--- src/rtl/pwd_pkg.sv ---
package pwd_pkg;

  localparam int FRAME_W  = 32;
  localparam int LEN_W    = 5;
  localparam int MAX_BITS = 31;

  localparam int LEN_INIT  = 7;
  localparam int LEN_ACK   = 6;
  localparam int LEN_READ  = 11;
  localparam int LEN_WRITE = 23;

  typedef enum logic [1:0] {
    SESS_DISC = 2'd0,
    SESS_INIT = 2'd1,
    SESS_CONN = 2'd2
  } sessState_t;

  typedef enum logic [2:0] {
    KIND_OTHER = 3'd0,
    KIND_INIT  = 3'd1,
    KIND_ACK   = 3'd2,
    KIND_READ  = 3'd3,
    KIND_WRITE = 3'd4
  } frameKind_t;

  // strobes from control to datapath
  typedef struct packed {
    logic shift;   // append bitVal to the frame word
    logic bitVal;
    logic close;   // emit the frame and clear the accumulator
    logic bad;     // frame ended by an illegal interval
  } dpCtrl_t;

endpackage

--- src/rtl/pwd_datapath.sv ---
module pwd_datapath
  import pwd_pkg::*;
#(
  parameter int STOP_LIMIT = 2000,
  parameter int CNT_W      = 11
) (
  input  logic               clk,
  input  logic               rstN,
  input  logic               rxLevel,
  input  dpCtrl_t            ctrl,
  output logic               rise,
  output logic [CNT_W-1:0]   cnt,
  output logic [FRAME_W-1:0] accData,
  output logic [LEN_W-1:0]   accLen,
  output logic               frameValid,
  output logic [FRAME_W-1:0] frameData,
  output logic [LEN_W-1:0]   frameLen,
  output logic               frameBad
);

  localparam logic [CNT_W-1:0] STOP_CNT = CNT_W'(STOP_LIMIT);
  localparam logic [LEN_W-1:0] LEN_CAP  = LEN_W'(MAX_BITS);

  // [0],[1]: synchroniser, [2]: previous level for edge detection
  logic [2:0] syncQ;

  always_ff @(posedge clk) begin
    if (!rstN) syncQ <= 3'b111;
    else       syncQ <= {syncQ[1:0], rxLevel};
  end

  assign rise = syncQ[1] & ~syncQ[2];

  // interval counter: restarts at 1 on a rise so it reads the edge spacing
  always_ff @(posedge clk) begin
    if (!rstN)                cnt <= '0;
    else if (rise)            cnt <= CNT_W'(1);
    else if (cnt <= STOP_CNT) cnt <= cnt + CNT_W'(1);
  end

  // frame accumulator, least significant bit first
  always_ff @(posedge clk) begin
    if (!rstN) begin
      accData <= '0;
      accLen  <= '0;
    end else if (ctrl.close) begin
      accData <= '0;
      accLen  <= '0;
    end else if (ctrl.shift && (accLen != LEN_CAP)) begin
      accData[accLen] <= ctrl.bitVal;
      accLen          <= accLen + LEN_W'(1);
    end
  end

  // output register
  always_ff @(posedge clk) begin
    if (!rstN) begin
      frameValid <= 1'b0;
      frameData  <= '0;
      frameLen   <= '0;
      frameBad   <= 1'b0;
    end else begin
      frameValid <= ctrl.close;
      if (ctrl.close) begin
        frameData <= accData;
        frameLen  <= accLen;
        frameBad  <= ctrl.bad;
      end
    end
  end

  AST_VALID_PULSE: assert property (@(posedge clk) disable iff (!rstN)
    frameValid |=> !frameValid);
  AST_LEN_CLEARED: assert property (@(posedge clk) disable iff (!rstN)
    frameValid |-> (accLen == '0));
  AST_LEN_SATURATE: assert property (@(posedge clk) disable iff (!rstN)
    (accLen == LEN_CAP && ctrl.shift && !ctrl.close) |=> (accLen == LEN_CAP));
  AST_CNT_BOUND: assert property (@(posedge clk) disable iff (!rstN)
    cnt <= STOP_CNT + CNT_W'(1));

endmodule

--- src/rtl/pwd_control.sv ---
module pwd_control
  import pwd_pkg::*;
#(
  parameter int ONE_TICKS  = 100,
  parameter int ZERO_TICKS = 60,
  parameter int TOL_TICKS  = 20,
  parameter int CNT_W      = 11,
  parameter int IV_CODE    = 85,
  parameter int ACK_CODE   = 25
) (
  input  logic               clk,
  input  logic               rstN,
  input  logic               rise,
  input  logic [CNT_W-1:0]   cnt,
  input  logic [FRAME_W-1:0] accData,
  input  logic [LEN_W-1:0]   accLen,
  output dpCtrl_t            ctrl,
  output frameKind_t         frameKind,
  output sessState_t         sessState
);

  localparam logic [CNT_W-1:0]   CLOSE_CNT = CNT_W'(ONE_TICKS + TOL_TICKS);
  localparam logic [FRAME_W-1:0] IV_WORD   = FRAME_W'(IV_CODE);
  localparam logic [FRAME_W-1:0] ACK_WORD  = FRAME_W'(ACK_CODE);

  logic active;
  logic matchOne, matchZero;
  int   cntI;

  assign cntI      = int'(cnt);
  assign matchOne  = (cntI > ONE_TICKS - TOL_TICKS)  && (cntI < ONE_TICKS + TOL_TICKS);
  assign matchZero = (cntI > ZERO_TICKS - TOL_TICKS) && (cntI < ZERO_TICKS + TOL_TICKS);

  always_comb begin
    ctrl = '0;
    if (rise) begin
      if (matchOne) begin
        ctrl.shift  = 1'b1;
        ctrl.bitVal = 1'b1;
      end else if (matchZero) begin
        ctrl.shift  = 1'b1;
      end else if (active) begin
        ctrl.close  = 1'b1;
        ctrl.bad    = 1'b1;
      end
    end else if (active && (cnt == CLOSE_CNT)) begin
      ctrl.close = 1'b1;
    end
  end

  always_ff @(posedge clk) begin
    if (!rstN)           active <= 1'b0;
    else if (ctrl.close) active <= 1'b0;
    else if (ctrl.shift) active <= 1'b1;
  end

  // length classification
  frameKind_t kindNext;
  always_comb begin
    unique case (int'(accLen))
      LEN_INIT:  kindNext = KIND_INIT;
      LEN_ACK:   kindNext = KIND_ACK;
      LEN_READ:  kindNext = KIND_READ;
      LEN_WRITE: kindNext = KIND_WRITE;
      default:   kindNext = KIND_OTHER;
    endcase
  end

  // session tracking
  sessState_t sessNext;
  always_comb begin
    sessNext = sessState;
    if (int'(accLen) == LEN_INIT && accData == IV_WORD)
      sessNext = SESS_INIT;
    else if (sessState == SESS_INIT)
      sessNext = (int'(accLen) == LEN_ACK && accData == ACK_WORD) ? SESS_CONN : SESS_DISC;
    else if (int'(accLen) == LEN_WRITE)
      sessNext = SESS_DISC;
  end

  always_ff @(posedge clk) begin
    if (!rstN) begin
      frameKind <= KIND_OTHER;
      sessState <= SESS_DISC;
    end else if (ctrl.close) begin
      frameKind <= kindNext;
      sessState <= sessNext;
    end
  end

  AST_WRITE_DROPS: assert property (@(posedge clk) disable iff (!rstN)
    (ctrl.close && int'(accLen) == LEN_WRITE && sessState != SESS_INIT) |=> (sessState == SESS_DISC));
  AST_ACK_CONNECTS: assert property (@(posedge clk) disable iff (!rstN)
    (ctrl.close && sessState == SESS_INIT && int'(accLen) == LEN_ACK && accData == ACK_WORD)
      |=> (sessState == SESS_CONN));

endmodule

--- src/rtl/pwd_frame_decoder.sv ---
module pwd_frame_decoder
  import pwd_pkg::*;
#(
  parameter int ONE_TICKS  = 100,
  parameter int ZERO_TICKS = 60,
  parameter int TOL_TICKS  = 20,
  parameter int IV_CODE    = 85,
  parameter int ACK_CODE   = 25
) (
  input  logic        clk,
  input  logic        rstN,
  input  logic        rxLevel,
  output logic        frameValid,
  output logic [31:0] frameData,
  output logic [4:0]  frameLen,
  output logic        frameBad,
  output logic [2:0]  frameKind,
  output logic [1:0]  sessState
);

  localparam int STOP_LIMIT = 20 * ONE_TICKS;
  localparam int CNT_W      = $clog2(STOP_LIMIT + 2);

  dpCtrl_t            ctrl;
  logic               rise;
  logic [CNT_W-1:0]   cnt;
  logic [FRAME_W-1:0] accData;
  logic [LEN_W-1:0]   accLen;
  frameKind_t         kindQ;
  sessState_t         sessQ;

  pwd_datapath #(
    .STOP_LIMIT (STOP_LIMIT),
    .CNT_W      (CNT_W)
  ) uDatapath (
    .clk        (clk),
    .rstN       (rstN),
    .rxLevel    (rxLevel),
    .ctrl       (ctrl),
    .rise       (rise),
    .cnt        (cnt),
    .accData    (accData),
    .accLen     (accLen),
    .frameValid (frameValid),
    .frameData  (frameData),
    .frameLen   (frameLen),
    .frameBad   (frameBad)
  );

  pwd_control #(
    .ONE_TICKS  (ONE_TICKS),
    .ZERO_TICKS (ZERO_TICKS),
    .TOL_TICKS  (TOL_TICKS),
    .CNT_W      (CNT_W),
    .IV_CODE    (IV_CODE),
    .ACK_CODE   (ACK_CODE)
  ) uControl (
    .clk       (clk),
    .rstN      (rstN),
    .rise      (rise),
    .cnt       (cnt),
    .accData   (accData),
    .accLen    (accLen),
    .ctrl      (ctrl),
    .frameKind (kindQ),
    .sessState (sessQ)
  );

  assign frameKind = kindQ;
  assign sessState = sessQ;

  AST_KIND_INIT: assert property (@(posedge clk) disable iff (!rstN)
    (frameValid && frameLen == 5'd7) |-> (frameKind == 3'd1));
  AST_KIND_WRITE: assert property (@(posedge clk) disable iff (!rstN)
    (frameValid && frameLen == 5'd23) |-> (frameKind == 3'd4));

endmodule

--- config.mk ---
export PLATFORM = sky130hd
export DESIGN_NAME = pwd_frame_decoder
export DESIGN_NICKNAME = d
export VERILOG_FILES = /design/src/rtl/pwd_pkg.sv /design/src/rtl/pwd_datapath.sv /design/src/rtl/pwd_control.sv /design/src/rtl/pwd_frame_decoder.sv
export SDC_FILE = /design/constraint.sdc
export NUM_CORES = 1
export LEC_CHECK = 0
export BUFFER_PORTS_ARGS = -buffer_cell sky130_fd_sc_hd__buf_2
export CAP_MARGIN = 0
export CELL_PAD_IN_SITES_DETAIL_PLACEMENT = 0
export CELL_PAD_IN_SITES_GLOBAL_PLACEMENT = 1
export CORE_ASPECT_RATIO = 1.1
export CORE_MARGIN = 10
export CORE_UTILIZATION = 47
export CTS_CLUSTER_SIZE = 30
export DETAILED_ROUTE_END_ITERATION = 10
export PLACE_DENSITY_LB_ADDON = 0.12
export SETUP_SLACK_MARGIN = 0.05
export SYNTH_ARGS = -nofsm -noshare
export SYNTH_HDL_FRONTEND = slang
export SYNTH_SLANG_ARGS = --single-unit
--- constraint.sdc ---
create_clock -name clk -period 5.6 [get_ports clk]
set_input_delay 0.84 -clock clk [delete_from_list [all_inputs] [get_ports clk]]
set_output_delay 0.84 -clock clk [all_outputs]
set_load 0.02 [all_outputs]
; ---- Word level (Yosys, flattened, before mapping)
; Index checks and enable logic that the tools add are counted.
[totals]
register_bits = 96
latch_bits = 0
ramBits = 0
romBits = 0
inputBits = 3
word_cells = 68
mem_count = 0
[classes]
addsub = 2
n_mul = 0
div = 0
magnitude_cmp = 7
eq_ne = 12
shifts = 0
mux = 20
bitwise = 3
n_reduce_logical = 12
[ops]
columns = op, count
row1 = 32-bit bitwise mux, 1
row2 = "32-bit by 5-bit equality test with 1-bit output, second input constant", 1
row3 = "32-bit by 7-bit equality test with 1-bit output, second input constant", 1
row4 = "11-bit by 7-bit < comparator with 1-bit output, second input constant", 2
row5 = 2-bit two-way mux, 8
row6 = "5-bit by 4-bit equality test with 1-bit output, second input constant", 3
row7 = 3-bit case mux with 4 select lines, 1
row8 = "11-bit by 1-bit adder with 11-bit output, second input constant", 1
row9 = "11-bit by 7-bit equality test with 1-bit output, second input constant", 1
row10 = "11-bit by 6-bit > comparator with 1-bit output, second input constant", 1
row11 = "11-bit by 7-bit > comparator with 1-bit output, second input constant", 1
row12 = "11-bit <= comparator, second input constant", 1
row13 = "5-bit by 3-bit equality test with 1-bit output, second input constant", 2
row14 = "5-bit equality test, second input constant", 2
row15 = 1-bit two-way mux, 9
row16 = 1-bit logical AND, 7
row17 = "5-bit by 6-bit < comparator with 1-bit output, second input constant", 1
row18 = "5-bit by 1-bit adder with 5-bit output, second input constant", 1
row19 = 1-bit demux with 5-bit select, 1
row20 = "5-bit by 1-bit greater-or-equal comparator with 1-bit output, second input constant", 1
row21 = "5-bit != test, second input constant", 1
row22 = 2-bit OR reduction, 2
row23 = 3-bit nonzero test, 1
row24 = "2-bit by 1-bit equality test with 1-bit output, second input constant", 1
row25 = 4 further kinds, 5

; ---- Logic depth before layout (Yosys ltp)
; Gate-level depths: netlist (run 1).
[depth]
word_depth = 6
ltp_mapped = 10

; ---- Hierarchy
; From an unflattened synthesis (run 1), not the netlist that was laid out.
[hier_totals]
cells_unflattened = 470
area_unflattened_um2 = 4354.2
[by_module_without_submodules]
columns = mod, n_inst, cells_per_inst, area_per_inst_um2, seq_area_each_um2
row1 = pwd_datapath, 1, 400, 3792.4, 1801.7
row2 = pwd_control, 1, 70, 561.8, 120.1

; ---- Worst setup path after synthesis (run 1)
; OpenSTA, ideal clock, no wires.
[synth_timing]
path_type = register -> register
startpoint = register uDatapath.accLen[0]
endpoint = register uDatapath.accData[13]
arrival_time_ns = 2.430
path_slack_ns = 3.056
path_stages_with_launch = 10
period_less_slack_ns = 2.544
path_cell_list = dfxtp_1 ha_1 and3_1 ha_1 nor4b_1 clkbuf_1 nand3_1 nor3_1 mux2i_1 nor2_1
[synth_via]
elab_chain_len = 5
word_cells_on_any_way = 8
[synth_rtl]
columns = element, line
row1 = "start, declared", pwd_datapath.sv:14  ; output logic [LEN_W-1:0] accLen,
row2 = "start signal, assigned", pwd_datapath.sv:51  ; accLen <= accLen + LEN_W'(1);
row3 = 5-bit by 6-bit < comparator with 1-bit output (implied by the code) / 5-bit by 1-bit greater-or-equal comparator with 1-bit output (equally long branches), pwd_datapath.sv:50  ; accData[accLen] <= ctrl.bitVal;
row4 = 1-bit logical AND (implied by the code), pwd_datapath.sv:50
row5 = 1-bit two-way mux (implied by the code), pwd_datapath.sv:50
row6 = 1-bit demux with 5-bit select, n/a
row7 = 32-bit bitwise mux, pwd_datapath.sv:50
row8 = "end signal, assigned by index", pwd_datapath.sv:50
row9 = "end, declared", pwd_datapath.sv:13  ; output logic [FRAME_W-1:0] accData,
; Several ways; a longest one is shown, not always the timed one.
; A chain may end at the register's enable or synchronous reset.

; ---- Final worst setup path (run 1)
[layout_timing]
startpoint = register uDatapath.cnt[10]
endpoint = register uDatapath.frameLen[1]
[layout_via]
elab_chain_len = 5
word_cells_on_any_way = 12
[layout_rtl]
columns = element, line
row1 = "start, declared", pwd_datapath.sv:12  ; output logic [CNT_W-1:0] cnt,
row2 = "start signal, assigned", pwd_datapath.sv:38  ; else if (cnt <= STOP_CNT) cnt <= cnt + CNT_W'(1);
row3 = 11-bit by 6-bit > comparator with 1-bit output / 11-bit by 7-bit < comparator with 1-bit output (equally long branches), pwd_control.sv:32  ; assign matchZero = (cntI > ZERO_TICKS - TOL_TICKS) && (cntI < ZERO_TICKS + TOL_TICKS);
row4 = 1-bit logical AND, pwd_control.sv:32
row5 = 2-bit two-way mux, pwd_control.sv:40  ; end else if (matchZero) begin
row6 = 2-bit two-way mux, pwd_control.sv:37  ; if (matchOne) begin
row7 = 1-bit two-way mux *, pwd_control.sv:36  ; if (rise) begin
row8 = "end signal, assigned", pwd_datapath.sv:66  ; frameLen <= accLen;
row9 = "end, declared", pwd_datapath.sv:17  ; output logic [LEN_W-1:0] frameLen,
; Every way passes the cells marked *; elsewhere a longest branch is shown, timed or not.

==> results.yml, run 1 <==
run:
  max-cap-violations: 0
final_layout:
  areaGrowthSynthToFinish_pct: 9.87
  antenna_cells: 0
  nets: 546
  layout-drive-gt1-share_pct: 13.3
  fillers: 881
routing:
  drc_errors: 0
  avgViaCountPerCell: 5.43
  wl_um: 9920
  avgRoutedWirePerCell_um: 15.1
  drt_first_pass_iters: 5
  vias: 3555
  dr.first_iter.drc_count: 188
  drtAntennaViolNets: 0
power_and_ir_drop:
  power_uw: 1150
  power_density_mw_per_mm2: 240
  power_switching_uw: 248
  power_frac_seq_pct: 59.9
  power.clock.fraction_pct: 37.7
  power.internal_uw: 900
  vdd_drop_max_uv: 145
  combPwrFrac_pct: 2.4
  swShare_pct: 21.6
  p_leak_uw: 0.00164
critical_path:
  slowest_stage: "o211ai_4"
  crit_path_cell_trace: "or4_4, a2111o_1, o211ai_4, buf_4, nand2_1, a21boi_0"
  endpoint_kind: "flip-flop"
  reg2reg_slack_ns: 2.39
  r2r_end: "uDatapath.frameLen[1]$_SDFFE_PN0P_"
  cp-start-kind: "flip-flop"
  path_class: "reg -> reg"
  cpPeakStageDelay_ns: 0.79
  timing.rr.start: "uDatapath.cnt[10]$_SDFFE_PP0P_"
  arrival_ns: 3.50
  required_ns: 5.89
  r2r.worst_path.cells: 6
  path_max_fanout: 32
global_routing:
  grt_pass1_wl_um: 17300
  grt_pass1_vias: 3454
  grt_max_degree: 54
  grt_usage_pct: 15.2
  antenna_found_initial: 0
  grt_overflow: 0
yosys:
  synth_area_leader_cell: "dfxtp_1"
  synth_top_area_share_pct: 44.2
  synth_edf_count: 0
  synthFlopType: "dfxtp_1"
  synth.most_common_cell: "dfxtp_1"
  ys_async_sr_fraction_pct: 0
  syn_avg_cell_area_um2: 8.41
  synth_top_cells_by_count: "dfxtp_1 (96), nand2_1 (86), nor2_1 (51)"
  synth_cell_type_count: 44
  ys_ff_latch: 96
  yosys_warnings: 0
  netlist_area_mm2: 0.00435
  syn-num-nets: 527
  ys_seq_area_share_pct: 44.2
  yosys-top-cells-area: "dfxtp_1 (44%), nand2_1 (7.4%), mux2i_1 (7.1%)"
  syn_inst: 517
sta:
  final_hold_viol_count: 0
  fmax_ghz: 0.312
  slew_headroom_pct: 21.3
  timing_max_transition_violations_final: 0
  fin_setup_tns_ns: 0
  setup_ws_ns: 2.39
  fin_crit_sh_pct: 57.3
  rsz0062_at_grt: "no"
  setup_viol: 0
  finalCriticalPeriod_ns: 3.21
  tightestPinTransition_ns: 1.18
  skew_ns: 0.00806
clock_tree:
  cts_made_buffers: 9
  cts_tree: "done"
  htreeDepth: 3
  clock_tree.buffer_depth: 2
  root_buffer: "clkbuf_8"
  clock_sinks: 96
  postCtsHoldBufs: 0
  post_cts_buffers: 0
  cts_resized: 0
  path_clk_slew_ns: 0.08
  clock_latency_ns: 0.36
die:
  die_y_um: 121
  ios: 47
  fp.coreArea_mm2: 0.00896
  die_w_um: 112
  start_util_pct: 48.5
  die_area_mm2: 0.0135
  rows: 36
placement:
  place_congestion: 0.840
  pre_cts_slack_ns: 2.37
  port_buffers: 46
  hpwl_um: 6880
run_status:
  outcome: "complete, no violations"
hold_path:
  hold_path.startpoint: "uDatapath.syncQ[0]$_SDFF_PN1_"
  hold_class: "reg -> reg"
  holdPathEnd: "uDatapath.syncQ[1]$_SDFF_PN1_"
  whs_path_depth: 1
[layer usage]
metal | global-route usage, % | vias to the layer above | part of all wire [%]
li1 | - | 1808 | -
met1 | 18.9 | 1648 | 47
met3 | 3.07 | 11 | 5.3
met2 | 24.7 | 88 | 46
met5 | 0 | - | 0
met4 | 6.91 | 0 | 1.7
[critical path: cells and delay by family (launching register included)]
kind / cells / cell delay (ns)
and+or+nand+nor: 2 / 0.65
DFF: 1 / 0.36
AOI/OAI and AO/OA: 3 / 1.73
buffers and inverters: 1 / 0.36
[state kept, by name, indices dropped and copies added, names as in the netlist]
register and count:
uControl.active 1, uControl.frameKind 3, uControl.sessState 2, uDatapath.accData 32, uDatapath.accLen 5, uDatapath.cnt 11, uDatapath.frameBad 1, uDatapath.frameData 32
uDatapath.frameLen 5, uDatapath.frameValid 1, uDatapath.syncQ 3
[final cells by class]
cell class	instances	area (um2)	area share, %
clock inverter	4	45.0	0.943
inverter	5	18.8	0.393
sequential	96	1920	40.2
clock buffer	12	135	2.83
multi-input combinational	372	2240	46.8
timing repair buffer	52	275	5.76
tap	114	143	2.99
[per-stage QoR]
step / std cells / area [um2] / hold WS (ns) / utilization, %
3_3_place_gp: 639 / 4600 / 0.416 / 51.3
3_5_place_dp: 639 / 4600 / 0.414 / 51.3
6_report: 655 / 4780 / 0.429 / 53.3
5_1_grt: 655 / 4780 / 0.463 / 53.3
4_1_cts: 655 / 4780 / 0.437 / 53.3
2_1_floorplan: 517 / 4350 / 0.386 / -
[placed cells by master, fill, tap and decap left out, drive strengths merged, types with 3 or more instances in the layout]
cell / n
dfxtp: 96
nand2: 86
buf: 52
nor2: 51
a21boi: 40
nand3: 36
nor3: 31
mux2i: 31
clkbuf: 12
nand4: 9
xnor2: 9
nor2b: 8
ha: 7
a21oi: 7
inv: 5
nand2b: 5
o21ai: 5
nor4: 5
and3: 4
nor4bb: 4
a211oi: 4
o211ai: 4
and2: 3
xor2: 3
clkinv: 3
[worst max path at each step]
stage                                           from                                    to  slack (ns)  cells after the start
finish                uDatapath.cnt[10]$_SDFFE_PP0P_    uDatapath.frameLen[1]$_SDFFE_PN0P_        2.39                      6
floorplan           uDatapath.accLen[0]$_SDFFE_PP0P_    uDatapath.accData[13]$_SDFFE_PP0P_        3.06                      9
detailed placement    uDatapath.cnt[10]$_SDFFE_PP0P_    uDatapath.frameLen[1]$_SDFFE_PN0P_        2.37                      6
global placement      uDatapath.cnt[10]$_SDFFE_PP0P_  uDatapath.frameData[19]$_SDFFE_PN0P_        2.48                      6
global route           uDatapath.cnt[0]$_SDFFE_PN0P_  uDatapath.frameData[15]$_SDFFE_PN0P_        2.07                      8
CTS                   uDatapath.cnt[10]$_SDFFE_PP0P_  uDatapath.frameData[23]$_SDFFE_PN0P_        2.37                      6
[cells by family after synthesis]
family / Yosys count / share of synthesized area [%]
buf+inv: 49 / 4.75
compound gates: 69 / 11.8
fa+ha+maj: 7 / 2.01
mux: 31 / 7.14
flops: 96 / 44.2
xor+xnor: 12 / 2.42
simple gates: 253 / 27.7
[power groups by stage]
stage | clock network (uW) | registers [uW] | logic [uW]
after floorplan | 0 | 703 | 23.8
after global placement | 0 | 704 | 27.6
after detailed placement | 0 | 704 | 27.8
after CTS | 449 | 688 | 28.1
after global routing | 477 | 689 | 31.4
final | 432 | 688 | 27.8
(Power assumes the default switching activity.)
==> run 2: changes to the inputs <==
Settings changed: CORE_UTILIZATION 47 to 40.
Clock period 5.6 ns to 2.6 ns, I/O delays scaled along.
==> results.yml, run 2 (synthesis results as in run 1) <==
critical_path:
  required_ns: 2.84
  slowest_stage: "or4_4"
  crit_buf_inv: 1
  arrival_ns: 2.55
  timing.rr.start: "uDatapath.cnt[10]$_SDFFE_PP0P_"
  cp_top_family: "simple AND/OR/NAND/NOR gates"
  reg2reg_slack_ns: 0.30
  cp-start-kind: "flip-flop"
  endpoint_kind: "flip-flop"
  path_max_fanout: 30
  r2r.worst_path.cells: 6
  path_class: "reg -> reg"
  r2r_end: "uDatapath.accData[23]$_SDFFE_PP0P_"
  cpPeakStageDelay_ns: 0.57
  crit_path_cell_trace: "or4_4, a2111o_1, buf_4, nor4b_2, mux2i_1, nor2_1"
routing:
  drc_errors: 0
  routedLengthMet1_um: 5260
  route.met2.wl_um: 4930
  avgViaCountPerCell: 5.19
  wl_um: 10700
  vias: 3609
  drtAntennaViolNets: 0
  dr.first_iter.drc_count: 197
  avgRoutedWirePerCell_um: 15.4
  highest_layer: "met4"
  wl_met3_um: 293
  drt_first_pass_iters: 4
die:
  die_w_um: 119
  die_y_um: 129
  ios: 47
  fp.coreArea_mm2: 0.0105
  die_area_mm2: 0.0154
  start_util_pct: 41.4
  rows: 39
run:
  max-cap-violations: 0
final_layout:
  nets: 560
  final_cell_mix: "dfxtp_1 (96), nand2_1 (86), nor2_1 (51)"
  largestRegisters: "uDatapath.accData x32, uDatapath.frameData x32, uDatapath.cnt x11"
  areaGrowthSynthToFinish_pct: 14.6
  final_common_cell: "dfxtp_1"
  layout-drive-gt1-share_pct: 15.2
  antenna_cells: 0
  stdcell_area_mm2: 0.00498
sta:
  fmax_ghz: 0.434
  fin_crit_sh_pct: 88.6
  slew_headroom_pct: 61.6
  final_hold_viol_count: 0
  setup_viol: 0
  fin_setup_tns_ns: 0
  tightestPinTransition_ns: 0.573
  rsz0062_at_grt: "no"
  timing_max_transition_violations_final: 0
  skew_ns: 0.00915
  hold_ws_ns: 0.241
  finalCriticalPeriod_ns: 2.30
clock_tree:
  htreeDepth: 3
  clock_sinks: 96
  root_buffer: "clkbuf_16"
  clock_latency_ns: 0.35
  cts_made_buffers: 9
  cts_resized: 0
  cts_tree: "done"
  post_cts_buffers: 0
  path_clk_slew_ns: 0.07
  clock_tree.buffer_depth: 2
  postCtsHoldBufs: 0
power_and_ir_drop:
  power_density_mw_per_mm2: 545
  power_uw: 2710
  p_leak_uw: 0.00173
  vdd_drop_max_uv: 262
placement:
  place_congestion: 0.790
  hpwl_um: 7660
  post_dp_cell_area_mm2: 0.00474
  port_buffers: 46
hold_path:
  whs_path_depth: 2
  hold_path.startpoint: "rxLevel"
  holdPathEnd: "uDatapath.syncQ[0]$_SDFF_PN1_"
  hold_class: "in -> reg"
global_routing:
  grt_max_degree: 53
  grt_pass1_wl_um: 18200
  grt_pass1_vias: 3434
  grt_overflow: 0
  antenna_found_initial: 0
  grt_usage_pct: 14.4
run_status:
  outcome: "complete, no violations"
## run 2: changes by cell type in the layout (fill, tap and decap cells not counted)
| cell | change |
|---|---|
| buf_4 | +14 |
| bufinv_16 | -1 |
| clkbuf_16 | +9 |
| clkbuf_8 | -9 |
| clkinv_2 | -1 |
| clkbuf_1 | -1 |
## run 2: power breakdown
part	internal (uW)	leakage, uW	switching [uW]
logic	25.9	0.000839	38.8
registers	1480	0.000774	7.72
clock network	630	0.000121	535
## run 2: final cells by class
type                    instances  area, um2
well taps                     143        179
clock buffers                  11        233
fillers                      1061       5510
clock inverters                 2       10.0
flip-flops and latches         96       1920
repair buffers                 66        380
multi-input cells             372       2240
inverters                       5       18.8
## run 2: per-layer routing
| layer | vias up | GRT usage, % |
|---|---|---|
| li1 | 1837 | - |
| met1 | 1704 | 18.8 |
| met2 | 54 | 23.1 |
| met3 | 14 | 2.22 |
| met4 | 0 | 6.18 |
| met5 | - | 0 |
## run 2: worst max path at each step
stage	from	endpoint	slack [ns]	cells past startpoint
CTS	uDatapath.cnt[10]$_SDFFE_PP0P_	uDatapath.accData[23]$_SDFFE_PP0P_	0.28	6
global route	uDatapath.cnt[0]$_SDFFE_PN0P_	uDatapath.accData[1]$_SDFFE_PP0P_	0.11	8
floorplan	uDatapath.accLen[0]$_SDFFE_PP0P_	uDatapath.accData[13]$_SDFFE_PP0P_	0.06	9
finish	uDatapath.cnt[10]$_SDFFE_PP0P_	uDatapath.accData[23]$_SDFFE_PP0P_	0.30	6
detailed placement	uDatapath.cnt[10]$_SDFFE_PP0P_	uDatapath.accData[23]$_SDFFE_PP0P_	0.29	6
global placement	uDatapath.cnt[10]$_SDFFE_PP0P_	uDatapath.accData[23]$_SDFFE_PP0P_	0.31	6
## run 2: metrics by stage
stage,worst slack [ns],std cells,util [%]
2_1_floorplan,0.0556,517,-
3_3_place_gp,0.309,682,45.2
3_5_place_dp,0.294,682,45.2
4_1_cts,0.285,695,47.5
5_1_grt,0.114,695,47.5
6_report,0.297,695,47.5
